### config.mk
export PLATFORM = sky130hd
export DESIGN_NAME = daisy_grant_arb
export DESIGN_NICKNAME = d
export VERILOG_FILES = /design/src/rtl/daisy_grant_arb.sv
export SDC_FILE = /design/constraint.sdc
export NUM_CORES = 1
export LEC_CHECK = 0
export ABC_CLOCK_PERIOD_IN_PS = 3100
export BUFFER_PORTS_ARGS = -buffer_cell sky130_fd_sc_hd__buf_2
export CAP_MARGIN = 15
export CELL_PAD_IN_SITES_DETAIL_PLACEMENT = 1
export CELL_PAD_IN_SITES_GLOBAL_PLACEMENT = 1
export CORE_AREA = 5 5 42 44
export DETAILED_ROUTE_END_ITERATION = 8
export DIE_AREA = 0 0 47 49
export GPL_ROUTABILITY_DRIVEN = 0
export HOLD_SLACK_MARGIN = 0.05
export PLACE_DENSITY = 0.45
export SLEW_MARGIN = 20
export SYNTH_ARGS = -nofsm -noshare
export SYNTH_HDL_FRONTEND = slang
export SYNTH_SLANG_ARGS = --single-unit
### constraint.sdc
create_clock -name clk -period 3.1 [get_ports clk]
set_input_delay 0.31 -clock clk [delete_from_list [all_inputs] [get_ports clk]]
set_output_delay 0.31 -clock clk [all_outputs]
set_load 0.05 [all_outputs]
### src/rtl/daisy_grant_arb.sv
module daisy_grant_arb #(
  parameter int unsigned NUM_MASTERS = 4
) (
  input  logic                   clk,
  input  logic                   rst_n,
  input  logic [NUM_MASTERS-1:0] req,
  output logic [NUM_MASTERS-1:0] gnt,
  output logic                   busy,
  output logic                   req_any
);
  localparam int unsigned N = NUM_MASTERS;

  logic         ctl_gnt;
  logic [N-1:0] chain_in;
  logic [N-1:0] take;
  logic [N-1:0] hold;

  assign req_any     = |req;
  assign busy        = |hold;
  assign chain_in[0] = ctl_gnt;

  for (genvar i = 0; i < N; i++) begin : g_stage
    if (i > 0) begin : g_pass
      assign chain_in[i] = chain_in[i-1] & ~req[i-1];
    end
    assign take[i] = chain_in[i] & req[i];
  end

  assign gnt = take | (hold & req);

  always_ff @(posedge clk) begin
    if (!rst_n) begin
      ctl_gnt <= 1'b0;
      hold    <= '0;
    end else begin
      ctl_gnt <= req_any & ~busy & ~ctl_gnt;
      hold    <= take | (hold & req);
    end
  end


  onehot_gnt_chk: assert property (@(posedge clk) disable iff (!rst_n)
    $onehot0(gnt));

  gnt_needs_req_chk: assert property (@(posedge clk) disable iff (!rst_n)
    (gnt & ~req) == '0);

  no_grant_busy_chk: assert property (@(posedge clk) disable iff (!rst_n)
    busy |-> !ctl_gnt);

  lowest_wins_chk: assert property (@(posedge clk) disable iff (!rst_n)
    ctl_gnt |-> gnt == (req & (~req + 1'b1)));

  busy_follows_chk: assert property (@(posedge clk) disable iff (!rst_n)
    (|gnt && !busy) |=> busy);

  owner_stable_chk: assert property (@(posedge clk) disable iff (!rst_n)
    (busy && |(hold & req)) |=> hold == $past(hold));

  release_quiet_chk: assert property (@(posedge clk) disable iff (!rst_n)
    $fell(busy) |-> gnt == '0);
endmodule

==> run metrics, run 1 <==
CP max stage delay=0.42 ns; Post-CTS Setup Bufs=0; largest delay contributor family on the critical path=flip-flops; combinational share of power=21.7%; worst path cell trace=nor4b_1 > o21a_1 > buf_2; vias in the first global route=241; Max stage delay cell, worst path=dfxtp_1; Worst VDD drop=222.3 uV; min Tclk post-route=1.742 ns; DRT Wirelength=632 microns; final setup fails=0; first-pass GRT wire length=1055 microns; FMAX=574.0 MHz; DP Wirelength=514.5 microns; First DRT Iteration DRCs=4; H-tree Lvls=1; count leader, synth=dfxtp_1; top cell type's share of synthesized area=42.55%; cell taking the most area after synthesis=dfxtp_1; initial core utilization=16.79%; number of hold violations in the final report=0; P_int=0.1311 mW; IO Count=12; Top FF cell, synth=dfxtp_1; fill count=172; critical path class=flop to output port; TritonCTS clock tree=built; total CTS buffers=3; chip width=47 microns; layout cells sized above 1=45.71%; routed vias/inst=4.333; Pleak=0.1899 nW; Worst-Margin Slew=0.3717 ns; nets=42; max-slew violations=0; Worst slew margin=74.87%; Vias=221; Switch Pwr=0.05740 mW; Wirelength per Cell=12.39 microns; Post-CTS Hold Buffers=0; Cell Pwr Density=560.1 nW/um^2; DRT antenna net count=0; clock share of power=40.4%; Total Routing Usage GR=6.634%; initial antenna violation count=0; Post-Route Setup TNS=0 ns; die height=49 microns; number of antenna diodes=0; crit-path max FO=5; root buf cell=clkbuf_4; CP endpoint kind=output port; Synth cell types=11; outcome=finished, final reports clean; first-pass detailed-route iteration total=2; number of synthesized register bits=5; total die area=2303 sq um; switch share=30.45%; Seq/Total Area, Yosys=42.55%; Tot Pwr=0.1885 mW; top post-synthesis cells by count=5 x dfxtp_1, 4 x o21a_1, 3 x o211a_1; drt drc=0; RSZ-0062 raised after global routing=false; Worst Hold Class=input port to flop; total gr overflow=0; CTS Buffer Depth=2; clk_lat worst skew=0.24 ns; largest net degree at the start of global routing=6; Flop pwr share=38.0%; ranking of synthesized cells by area=dfxtp_1 43%, o211a_1 13%, o21a_1 13%, nor4b_4 10%, or4_4 4.8%; number of synthesized flops with an enable pin=0; Worst EP required=2.79 ns; clk slew on worst S/H paths=0.05 ns; Buf/Inv on CP=1; Tcrit/Tclk final=56.20%; mapped cell area=235.2 sq um; skew final=0.004631 ns; cts repair resizes=0; core area=1401 sq um; clock sink total=5; I/O Buffers=11; asr flop ratio synth=0%; Mapped Cells=20; area added between synthesis and finish=43.08%; post-layout util=24.02%; Max Cap Viol=0; crit start category=flop; average cell area after synthesis=11.76 sq um; Yosys warnings=0; WP data arrival=1.43 ns; Post-Syn Nets=26; std cell rows=14
[logic make-up after synthesis]
logic type | count (synthesis) | synth area share, %
AOI/OAI and AO/OA | 7 | 25.53
buffers and inverters | 1 | 1.594
DFF | 5 | 42.55
and+or+nand+nor | 7 | 30.32
[sequential cells by signal (all words and copies together) (netlist names)]
name / flops
hold: 4
ctl_gnt: 1
[power groups by stage]
stage	Clock [mW]	Sequential [mW]	Combinational, mW
final	0.0761	0.0715	0.0408
after global routing	0.0901	0.0718	0.0430
after CTS	0.0806	0.0713	0.0415
after detailed placement	0	0.0725	0.0414
after global placement	0	0.0728	0.0409
after floorplan	0	0.0717	0.0297
[path summary, 6_finish.rpt]
kind | from | endpoint | slack, ns | cells past startpoint
worst max register to register | hold[2] | ctl_gnt | 1.94 | 2
worst min register to register | hold[2] | hold[2] | 0.53 | 1
worst max-delay path | ctl_gnt | gnt[3] | 1.36 | 3
worst min-delay path | req[3] | hold[3] | 0.33 | 2
[cells in the final DEF, fill, tap and decap left out]
cell type	instances
nor2b_1	1
nor4b_4	1
dfxtp_1	5
o211a_1	3
inv_1	1
o21a_1	4
nor4b_1	1
or4_1	1
clkbuf_1	1
and2_1	1
nor3b_1	1
clkbuf_4	3
buf_2	11
or4_4	1
[per-stage QoR]
stage                     setup WS, ns  hold WS [ns]  instances  cell area (sq um)
after global placement           1.556        0.5217         47              310.3
final                            1.358        0.3303         51              336.6
after detailed placement         1.538        0.5239         47              310.3
after floorplan                  1.648        0.4317         20              235.2
after CTS                        1.347        0.3224         51              336.6
after global routing             1.213        0.3204         51              336.6
[final cells by class]
type                            count  area, sq um  share of cell area [%]
Multi-Input combinational cell     14        131.4                   39.03
Timing Repair Buffer               11        55.05                   16.36
Tap cell                           16        20.02                   5.948
Inverter                            1        3.754                   1.115
Clock buffer                        4        26.28                   7.807
Sequential cell                     5        100.1                   29.74
[layer usage]
layer  vias up  share of wire [%]  global-route usage [%]
met5         -                  0                       0
met3         0                 15                   6.642
met1       102                 44                   7.965
met4         0                  0                   1.382
met2        11                 41                   8.371
li1        108                  -                       -
[worst reg2reg max path, delay by kind of cell (launching register included)]
kind / cells / cell delay [ns]
DFF: 1 / 0.32
and+or+nand+nor: 2 / 0.76
No activity file was read; power rests on OpenSTA's default activity.
==> inputs of run 2 (changes only) <==
--- a/config.mk
+++ b/config.mk
@@ -5,7 +5,7 @@
 export SDC_FILE = /design/constraint.sdc
 export NUM_CORES = 1
 export LEC_CHECK = 0
-export ABC_CLOCK_PERIOD_IN_PS = 3100
+export ABC_CLOCK_PERIOD_IN_PS = 1650
 export BUFFER_PORTS_ARGS = -buffer_cell sky130_fd_sc_hd__buf_2
 export CAP_MARGIN = 15
 export CELL_PAD_IN_SITES_DETAIL_PLACEMENT = 1
==> constraint.sdc (replaced) <==
create_clock -name clk -period 1.65 [get_ports clk]
set_input_delay 0.165 -clock clk [delete_from_list [all_inputs] [get_ports clk]]
set_output_delay 0.165 -clock clk [all_outputs]
set_load 0.05 [all_outputs]
==> run metrics, run 2 (synthesis gave the netlist of run 1 again) <==
outcome=finished, final reports clean (unchanged); first-pass GRT wire length=1069 microns (was 1055 microns); total CTS buffers=3 (unchanged); Cell Pwr Density=1022 nW/um^2 (was 560.1 nW/um^2); Worst Reg-to-Reg Cells=2 (unchanged); I/O Buffers=11 (unchanged); Worst slew margin=81.70% (was 74.87%); chip width=47 microns (unchanged); Final Non-Filler Cells=51 (unchanged); most frequent cells in the layout=11 x buf_2, 5 x dfxtp_1, 4 x o21a_1, 3 x o211a_1, 3 x clkbuf_4 (unchanged); vias in the first global route=259 (was 241); drt drc=0 (unchanged); CTS Buffer Depth=2 (unchanged); Worst-Margin Slew=0.2738 ns (was 0.3717 ns); H-tree Lvls=1 (unchanged); layout cells sized above 1=48.57% (was 45.71%); number of hold violations in the final report=0 (unchanged); critical path class=flop to output port (unchanged); DRT antenna net count=0 (unchanged); nets=42 (unchanged); Top Registers=hold: 4 flops, ctl_gnt: 1 flops (unchanged); clk_lat worst skew=0.24 ns (about the same); root buf cell=clkbuf_4 (unchanged); Tot Pwr=0.3504 mW (was 0.1885 mW); RSZ-0062 raised after global routing=false (unchanged); crit-path max FO=3 (was 5); core area=1401 sq um (unchanged); fill count=175 (was 172); R2R Path End=ctl_gnt (unchanged); First DRT Iteration DRCs=1 (was 4); clock sink total=5 (unchanged); Post-CTS Setup Bufs=0 (unchanged); Max Cap Viol=0 (unchanged); die height=49 microns (unchanged); Post-CTS Hold Buffers=0 (unchanged); r2r startpoint=hold[2] (unchanged); Vias=218 (was 221); Wirelength per Cell=12.53 microns (was 12.39 microns); area added between synthesis and finish=45.74% (was 43.08%); total die area=2303 sq um (unchanged); IO Count=12 (unchanged); reg2reg setup slack=0.47 ns (was 1.94 ns); Worst Hold Class=input port to flop (unchanged); number of antenna diodes=0 (unchanged); WP data arrival=1.35 ns (was 1.43 ns); Tcrit/Tclk final=91.82%; number of flip-flops in the largest register=4 (unchanged); commonest non-fill, non-tap cell in the layout=buf_2 (unchanged); std cell rows=14 (unchanged); total gr overflow=0 (unchanged); max-slew violations=0 (unchanged); first-pass detailed-route iteration total=2 (unchanged); Post-Place Cells=47 (unchanged); most flop-heavy register=hold (unchanged); Worst VDD drop=352.7 uV (was 222.3 uV); CP endpoint kind=output port (unchanged); routed vias/inst=4.275 (was 4.333); Worst EP required=1.48 ns (was 2.79 ns); cts repair resizes=0 (unchanged); Pleak=0.1908 nW (was 0.1899 nW); DRT Wirelength=639 microns (was 632 microns); Total Routing Usage GR=6.610% (was 6.634%); TritonCTS clock tree=built (unchanged); final setup fails=0 (unchanged); initial core utilization=16.79% (unchanged); clk slew on worst S/H paths=0.04 ns (was 0.05 ns); largest net degree at the start of global routing=6 (unchanged); min Tclk post-route=1.515 ns; Post-Route Setup TNS=0 ns (unchanged); crit start category=flop (unchanged); worst setup path start=hold[2] (was ctl_gnt); skew final=0.003463 ns (was 0.004631 ns); CP endpoint=busy (was gnt[3]); FMAX=660.0 MHz; initial antenna violation count=0 (unchanged)
## run 2: cell counts in the layout (fill, tap and decap cells not counted)
Identical to the previous run, type by type.
## run 2: cell type report
class | count | area (sq um) | area share [%]
tap | 16 | 20.02 | 5.839
timing repair buffer | 11 | 55.05 | 16.06
sequential | 5 | 100.1 | 29.20
inverter | 1 | 3.754 | 1.095
multi-input combinational | 14 | 137.6 | 40.15
clock buffer | 4 | 26.28 | 7.664
## run 2: how the worst min path moves through the flow
stage / to / slack (ns) / depth (start not counted) / startpoint
detailed placement: hold[3] / 0.44 / 2 / req[3]
global route: hold[3] / 0.20 / 2 / req[3]
global placement: hold[3] / 0.43 / 2 / req[3]
CTS: hold[3] / 0.19 / 2 / req[3]
floorplan: hold[0] / 0.29 / 1 / rst_n
finish: hold[3] / 0.20 / 2 / req[3]
## run 2: report_power, final
part           leakage (nW)  internal (mW)  switching (mW)
clock network        0.0150         0.0912          0.0471
logic                 0.135         0.0280          0.0503
registers            0.0408          0.127         0.00632
## run 2: routing by layer
metal,global-route usage [%],wire length (microns)
met4,5.530,0
met3,2.952,64
met2,8.597,309
met5,0,0
met1,7.877,264
## run 2: per-stage QoR
step | cell area [sq um] | setup WS [ns] | hold slack, ns | utilization [%]
after floorplan | 235.2 | 0.3428 | 0.2867 | -
after global placement | 310.3 | 0.2844 | 0.4344 | 22.14
after detailed placement | 310.3 | 0.2814 | 0.4389 | 22.14
after CTS | 336.6 | 0.01992 | 0.1858 | 24.02
after global routing | 342.8 | 0.03789 | 0.1969 | 24.46
final | 342.8 | 0.1350 | 0.1958 | 24.46
## run 2: critical path, cell delays in order, from the launching register on
cell     delay, ns
dfxtp_1       0.32
or4_4         0.56
buf_2         0.23
==> inputs of run 3 (changes only) <==
--- a/config.mk
+++ b/config.mk
@@ -15,7 +15,8 @@
 export DIE_AREA = 0 0 47 49
 export GPL_ROUTABILITY_DRIVEN = 0
 export HOLD_SLACK_MARGIN = 0.05
-export PLACE_DENSITY = 0.45
+export PLACE_DENSITY_LB_ADDON = 0.05
+export RECOVER_POWER = 100
 export SLEW_MARGIN = 20
 export SYNTH_ARGS = -nofsm -noshare
 export SYNTH_HDL_FRONTEND = slang
==> run metrics, run 3 (synthesis gave the netlist of run 1 again) <==
Post-Route Setup TNS=0 ns (unchanged); total die area=2303 sq um (unchanged); clk_lat worst skew=0.24 ns (about the same); combinational share of power=21.6% (was 22.3%); RSZ-0062 raised after global routing=false (unchanged); met3 wire length=70 microns (was 64 microns); number of antenna diodes=0 (unchanged); most flop-heavy register=hold (unchanged); I/O Buffers=11 (unchanged); Worst Hold Class=input port to flop (unchanged); chip width=47 microns (unchanged); r2r startpoint=hold[2] (unchanged); drt drc=0 (unchanged); die height=49 microns (unchanged); core area=1401 sq um (unchanged); initial core utilization=16.79% (unchanged); total gr overflow=0 (unchanged); Total Routing Usage GR=6.624% (was 6.610%); hold path cells=2 (unchanged); WP data arrival=1.41 ns (was 1.35 ns); Cell Pwr Density=1039 nW/um^2 (was 1022 nW/um^2); commonest non-fill, non-tap cell in the layout=buf_2 (unchanged); Max Cap Viol=0 (unchanged); max-slew violations=0 (unchanged); clock share of power=40.0% (was 39.5%); crit start category=flop (unchanged); Flop pwr share=38.4% (was 38.2%); Top Registers=hold: 4 flops, ctl_gnt: 1 flops (unchanged); highest routed layer=met3 (unchanged); wire length on met1=268 microns (was 264 microns); final instance area=336.6 sq um (was 342.8 sq um); FF+latch area=100.1 sq um (unchanged); initial antenna violation count=0 (unchanged); Worst EP required=1.48 ns (about the same); Max stage delay cell, worst path=or4_1 (was or4_4); routed vias/inst=4.255 (was 4.275); Wirelength per Cell=12.67 microns (was 12.53 microns); Tcrit/Tclk final=95.42% (was 91.82%); layout cells sized above 1=40.00% (was 48.57%); first-pass GRT wire length=1048 microns (was 1069 microns); Post-CTS Hold Buffers=0 (unchanged); Final Non-Filler Cells=51 (unchanged); Multi-input gate area=133.9 sq um (was 137.6 sq um); final setup fails=0 (unchanged); Met2 Wirelength=307 microns (was 309 microns); Pleak=0.1849 nW (was 0.1908 nW); number of hold violations in the final report=0 (unchanged); R2R Path End=ctl_gnt (unchanged); Post-Place Cells=47 (unchanged); Switch Pwr=0.1061 mW (was 0.1038 mW); crit-path max FO=3 (unchanged); Worst Reg-to-Reg Cells=2 (unchanged); vias in the first global route=241 (was 259); reg2reg setup slack=0.41 ns (was 0.47 ns); clock sink total=5 (unchanged); cell area after placement=310.3 sq um (unchanged); First DRT Iteration DRCs=0 (was 1); DRT Wirelength=646 microns (was 639 microns); fill count=181 (was 175); P_int=0.2437 mW (was 0.2467 mW); Worst VDD drop=262.3 uV (was 352.7 uV); worst setup path start=hold[2] (unchanged); IO Count=12 (unchanged); DRT antenna net count=0 (unchanged); std cell rows=14 (unchanged); FMAX=635.2 MHz (was 660.0 MHz); Worst-Margin Slew=0.5951 ns (was 0.2738 ns); clk slew on worst S/H paths=0.04 ns (about the same); CP max stage delay=0.61 ns (was 0.56 ns); final worst slack=0.07559 ns (was 0.1350 ns); CP endpoint kind=output port (unchanged); Worst slew margin=60.50% (was 81.70%); area added between synthesis and finish=43.08% (was 45.74%); total CTS buffers=3 (unchanged); outcome=finished, final reports clean (unchanged); HP Start=req[3] (unchanged); first-pass detailed-route iteration total=1 (was 2); Endpoint, Worst Hold=hold[3] (unchanged); root buf cell=clkbuf_4 (unchanged); Vias=217 (was 218); nets=42 (unchanged); worst path cell trace=or4_1 > buf_2 (was or4_4 > buf_2); min Tclk post-route=1.574 ns (was 1.515 ns); TritonCTS clock tree=built (unchanged); CTS Buffer Depth=2 (unchanged); switch share=30.33% (was 29.61%); most frequent cells in the layout=7 x buf_2, 5 x dfxtp_1, 4 x o21a_1 (was 11 x buf_2, 5 x dfxtp_1, 4 x o21a_1, 3 x o211a_1, 3 x clkbuf_4); skew final=0.002223 ns (was 0.003463 ns); Place WS=0.3090 ns (was 0.2814 ns); critical path class=flop to output port (unchanged); H-tree Lvls=1 (unchanged); largest net degree at the start of global routing=6 (unchanged); number of flip-flops in the largest register=4 (unchanged)
## run 3: cell types whose count changed in the layout (fill, tap and decap cells not counted)
| cell | before | now |
|---|---|---|
| or4_1 | 1 | 2 |
| buf_2 | 11 | 7 |
| or4_4 | 1 | 0 |
| clkbuf_2 | 0 | 2 |
| clkbuf_1 | 1 | 3 |
## run 3: what timing repair did
action | 4_1_cts | 5_1_grt
endpoints found under the hold margin | 0 | 0
resized for setup | 0 | 1
setup endpoints to repair | 0 | 1
setup buffers | 0 | 0
## run 3: worst max-delay path, delay by kind of cell, from the launching register on
kind	cells	cell delay [ns]
and+or+nand+nor	1	0.61
buffers and inverters	1	0.25
DFF	1	0.31
## run 3: how the worst max path moves through the flow
stage / end / slack [ns]
3_5_place_dp: gnt[3] / 0.31
5_1_grt: gnt[2] / 0.03
6_report: busy / 0.08
2_1_floorplan: gnt[3] / 0.34
3_3_place_gp: gnt[3] / 0.33
4_1_cts: gnt[3] / 0.04
## run 3: layout make-up
cell class              count  share of cell area, %
repair buffers             11                  15.61
clock buffers               4                  7.807
well taps                  16                  5.948
inverters                   1                  1.115
flip-flops and latches      5                  29.74
multi-input cells          14                  39.78
## run 3: per-layer routing
layer / vias to the layer above / GRT usage, %
met3: 0 / 5.166
met5: - / 0
li1: 108 / -
met1: 101 / 6.828
met4: 0 / 4.147
met2: 8 / 9.050
## run 3: power by group through the flow
stage                     sequential, mW  combinational (mW)  clock, mW
after floorplan                    0.135              0.0558          0
after global placement             0.136              0.0781          0
after detailed placement           0.137              0.0782          0
after CTS                          0.135              0.0783      0.148
after global routing               0.135              0.0800      0.158
final                              0.134              0.0755      0.140
## run 3: stage by stage
| step | power, mW | hold slack (ns) | utilization [%] |
|---|---|---|---|
| after floorplan | 0.1905 | 0.2867 | - |
| after global placement | 0.2146 | 0.4298 | 22.14 |
| after detailed placement | 0.2148 | 0.4291 | 22.14 |
| after CTS | 0.3611 | 0.1749 | 24.02 |
| after global routing | 0.3725 | 0.1789 | 24.02 |
| final | 0.3498 | 0.1871 | 24.02 |
